===== src/rtl/exu_operand_bypass.sv =====
module exu_operand_bypass #(
  parameter int REG_W  = 5,
  parameter int DATA_W = 32
) (
  input  logic [REG_W-1:0]  src_a,
  input  logic [REG_W-1:0]  src_b,
  input  logic [DATA_W-1:0] rf_a,
  input  logic [DATA_W-1:0] rf_b,
  input  logic [REG_W-1:0]  exm_dst,
  input  logic              exm_wen,
  input  logic [DATA_W-1:0] exm_result,
  input  logic [REG_W-1:0]  mwb_dst,
  input  logic              mwb_wen,
  input  logic [DATA_W-1:0] mwb_data,
  output logic [1:0]        sel_a,
  output logic [1:0]        sel_b,
  output logic [DATA_W-1:0] opnd_a,
  output logic [DATA_W-1:0] opnd_b
);

  localparam logic [1:0] SEL_RF  = 2'b00;
  localparam logic [1:0] SEL_MWB = 2'b01;
  localparam logic [1:0] SEL_EXM = 2'b10;

  logic exm_live, mwb_live;
  assign exm_live = exm_wen && (exm_dst != '0);
  assign mwb_live = mwb_wen && (mwb_dst != '0);

  function automatic logic [1:0] pick(input logic [REG_W-1:0] src);
    if (exm_live && exm_dst == src)      return SEL_EXM;
    else if (mwb_live && mwb_dst == src) return SEL_MWB;
    else                                 return SEL_RF;
  endfunction

  function automatic logic [DATA_W-1:0] route(input logic [1:0] sel,
                                              input logic [DATA_W-1:0] rf);
    case (sel)
      SEL_EXM: return exm_result;
      SEL_MWB: return mwb_data;
      default: return rf;
    endcase
  endfunction

  assign sel_a  = pick(src_a);
  assign sel_b  = pick(src_b);
  assign opnd_a = route(sel_a, rf_a);
  assign opnd_b = route(sel_b, rf_b);

endmodule


===== config.mk =====
export PLATFORM = sky130hd
export DESIGN_NAME = exu_operand_bypass
export DESIGN_NICKNAME = d
export VERILOG_FILES = /design/src/rtl/exu_operand_bypass.sv
export SDC_FILE = /design/constraint.sdc
export NUM_CORES = 1
export LEC_CHECK = 0
export BUFFER_PORTS_ARGS = -buffer_cell sky130_fd_sc_hd__buf_4
export CORE_AREA = 2 2 85 87
export DETAILED_ROUTE_END_ITERATION = 8
export DIE_AREA = 0 0 87 89
export PLACE_DENSITY = 0.78
export SLEW_MARGIN = 20
export SYNTH_ARGS = -nofsm -noshare
export SYNTH_HDL_FRONTEND = slang
export SYNTH_SLANG_ARGS = --single-unit

===== constraint.sdc =====
create_clock -name vclk -period 1.6
set_input_delay 0.24 -clock vclk [all_inputs]
set_output_delay 0.24 -clock vclk [all_outputs]
set_load 0.005 [all_outputs]

==> summary.log <==
[synth] post-synthesis share of cell area spent on and, or, nand and nor gates 37.8%
[synth] net count after synthesis 510
[placement] pre-CTS setup slack -516 ps
[cells_and_area] area growth from synthesis to final layout 114%
[timing] post-layout worst setup margin -505 ps
[timing] fraction of the cycle the final worst path needs 132%
[worst_setup_path] Setup Crit Path Kind primary input to output pin
[worst_setup_path] Top Family by Delay on Critical Path buffers and inverters
[placement] placer's final routability congestion estimate 0.918
[synth] Synth area leader sky130_fd_sc_hd__o31ai_1
[cells_and_area] most frequent standard cell in the layout excluding fill and tap cells sky130_fd_sc_hd__buf_4
[synth] share of the synthesized area in the top cell type 21.9%
[global_routing] initial antenna violation count 0
[power] leakage power 0.00188 uW
[synth] average size of a mapped cell 6.11 um2
[global_routing] Overflow after GRT 0
[cells_and_area] num sequential 0
[placement] quantity of I/O buffers inserted on ports 218
[cells_and_area] Post-layout nets 735
[synth] synthesized instance count 360
[routing] routed length on met2 7040 um
[routing] vias after detailed routing 4397
[cells_and_area] fraction of layout cells with a size suffix above 1 54.0%
[run_status] violated checks negative setup slack
[worst_setup_path] Worst Path Buf+Inv 4
[routing] routed length on met3 1490 um
[floorplan] number of placed I/O pins 218
[synth] top area cells in the synthesized netlist sky130_fd_sc_hd__o31ai_1 (22%), sky130_fd_sc_hd__nand4_1 (19%), sky130_fd_sc_hd__a31oi_1 (18%), sky130_fd_sc_hd__nor3_1 (15%), sky130_fd_sc_hd__clkbuf_1 (7.2%)
[timing] final critical delay including setup and external delays 2110 ps
[synth] cell area after technology mapping 2200 um2
[global_routing] via count of the first global-routing pass 3883
[timing] setup repair after global routing missed its margin true
[timing] relative slew slack 72.4%
[timing] final number of hold-violating endpoints 0
[synth] xor and xnor area share after synthesis 7.97%
[routing] Residual DRC 0
[cells_and_area] clock buffer count in the final layout 0
[cells_and_area] Antenna diodes 0
[floorplan] overall die area 7740 um2
[synth] adder-cell share of the synthesized area 0%
[timing] total of endpoints with negative setup slack in the final report 68
[worst_setup_path] critical path peak fanout 10
[power] worst IR drop on VDD 0.221 mV
[cells_and_area] most frequent cells in the layout sky130_fd_sc_hd__buf_4 (248), sky130_fd_sc_hd__nand4_1 (66), sky130_fd_sc_hd__a31oi_1 (63)
[run_status] run status complete, but fails checks
[floorplan] area of the placeable core 6720 um2
[worst_setup_path] required time of the worst setup path 1360 ps
[power] ratio of total power to cell area 331 nW/um2
[run] count of max-cap constraint violations 0
[floorplan] effective utilization at floorplan 32.7%
[routing] total wirelength of the detailed-routed design 14100 um
[floorplan] chip width 87 um
[global_routing] wire length of the first global-routing pass 19500 um
[worst_setup_path] crit path DAT 1870 ps
[worst_setup_path] endpoint class of the critical path output pin
[worst_setup_path] max incr delay on CP 550 ps
[worst_setup_path] cell with the biggest individual delay on the critical path sky130_fd_sc_hd__or4_4
[synth] number of warnings reported in the yosys synthesis log 0
[global_routing] maximum number of pins on one net before global-route repair 35
[routing] drt wl/cell 21.3 um
[synth] main combinational cell family by area after synthesis compound AO/OA/AOI/OAI gates
[cells_and_area] footprint of the flip-flops and latches 0 um2
[routing] DR top layer met4
[worst_setup_path] sequence of cells on the critical path buf_8, or4_4, o21ai_4, buf_4, buf_8, o31ai_1, a31oi_1, buf_4
[synth] Seq/Total Area, Yosys 0%
[global_routing] GRT Overall Usage 31.0%
[worst_hold_path] worst hold-check path type primary input to output pin
[worst_setup_path] element type at the critical path start primary input
[power] overall power of the completed layout 1560 uW
[routing] Iteration-0 DRC Markers 494
[placement] hpwl dp 10000 um
[timing] number of slew-limit violations in the final report 0
[synth] multiplexer fraction of the synthesized cell area 0%
[routing] count of antenna-violating nets left after detailed routing 0
[routing] routed metal-1 wire length 5120 um
[synth] synthesized-area fraction occupied by ao, oa, aoi and oai cells 41.8%
[clock_network] hold-fix buffer count after cts 0
[routing] detailed-router iteration count before antenna repair 5
[synth] number of distinct library cells after synthesis 21
[floorplan] die height 89 um
[floorplan] standard-cell row count 30
[routing] per-cell via count in the routed design 6.63
[timing] Worst-Margin Slew 411 ps
[timing] Peak Freq 0.475 GHz
## where the power goes
| group | total, uW | internal (uW) | switching (uW) |
|---|---|---|---|
| Combinational | 1560 | 801 | 758 |
| Clock | 0 | 0 | 0 |
| Sequential | 0 | 0 | 0 |
## synthesized netlist by cell type
library cell,number
sky130_fd_sc_hd__nor4_2,2
sky130_fd_sc_hd__o31ai_1,64
sky130_fd_sc_hd__nor2_1,2
sky130_fd_sc_hd__a31oi_1,64
sky130_fd_sc_hd__buf_4,4
sky130_fd_sc_hd__o21ai_1,1
sky130_fd_sc_hd__inv_2,2
sky130_fd_sc_hd__clkbuf_1,42
sky130_fd_sc_hd__nor3_1,66
sky130_fd_sc_hd__or4_4,1
sky130_fd_sc_hd__or4_1,1
sky130_fd_sc_hd__buf_1,2
sky130_fd_sc_hd__o211ai_2,2
sky130_fd_sc_hd__xor2_1,10
sky130_fd_sc_hd__or2_1,2
sky130_fd_sc_hd__or2_2,2
sky130_fd_sc_hd__o21a_1,1
sky130_fd_sc_hd__or3_1,2
sky130_fd_sc_hd__buf_2,14
sky130_fd_sc_hd__nand4_1,66
sky130_fd_sc_hd__xnor2_1,10
## tightest hold or removal path, cell delays in order
cell and delay, ps:
sky130_fd_sc_hd__buf_4 120, sky130_fd_sc_hd__o31ai_4 40, sky130_fd_sc_hd__a31oi_1 70, sky130_fd_sc_hd__buf_4 130
## final cells by class
type	instances	area [um2]
Timing Repair Buffer	285	2470
Multi-Input combinational cell	296	2130
Fill cell	558	2010
Tap cell	80	100
Inverter	2	10.0
## metrics by stage
stage / hold WS, ps / std cells / utilization (%) / instance area (um2) / TNS (ps)
3_5_place_dp: 848 / 653 / 63.7 / 4280 / -31630
6_report: 842 / 663 / 70.1 / 4710 / -29560
5_1_grt: 860 / 663 / 70.1 / 4710 / -33910
4_1_cts: 843 / 658 / 67.6 / 4540 / -27640
3_3_place_gp: 844 / 653 / 63.7 / 4280 / -31610
2_1_floorplan: 610 / 360 / - / 2240 / -10420
## worst paths after layout
check,start,end,slack (ps),cells after the start
setup / recovery,mwb_dst[1],opnd_a[8],-510,8
hold / removal,rf_a[16],opnd_a[16],840,4
## metal layers
metal	vias up	track usage, %
met5	-	0
met4	0	7.67
met3	59	3.60
met2	387	56.8
met1	1998	38.5
li1	1953	-
## logic make-up after synthesis
logic type	Yosys count
simple gates	144
compound gates	132
buf+inv	64
xor+xnor	20
## what timing repair did
item / in CTS / in global routing
endpoints found under the setup margin: 68 / 68
setup buffers: 4 / 3
hold endpoints to repair: 0 / 0
gates resized for setup: 40 / 18
gates cloned: 2 / 3
pin swaps: 14 / 13
Note: power is estimated with default switching activity, not from simulation.
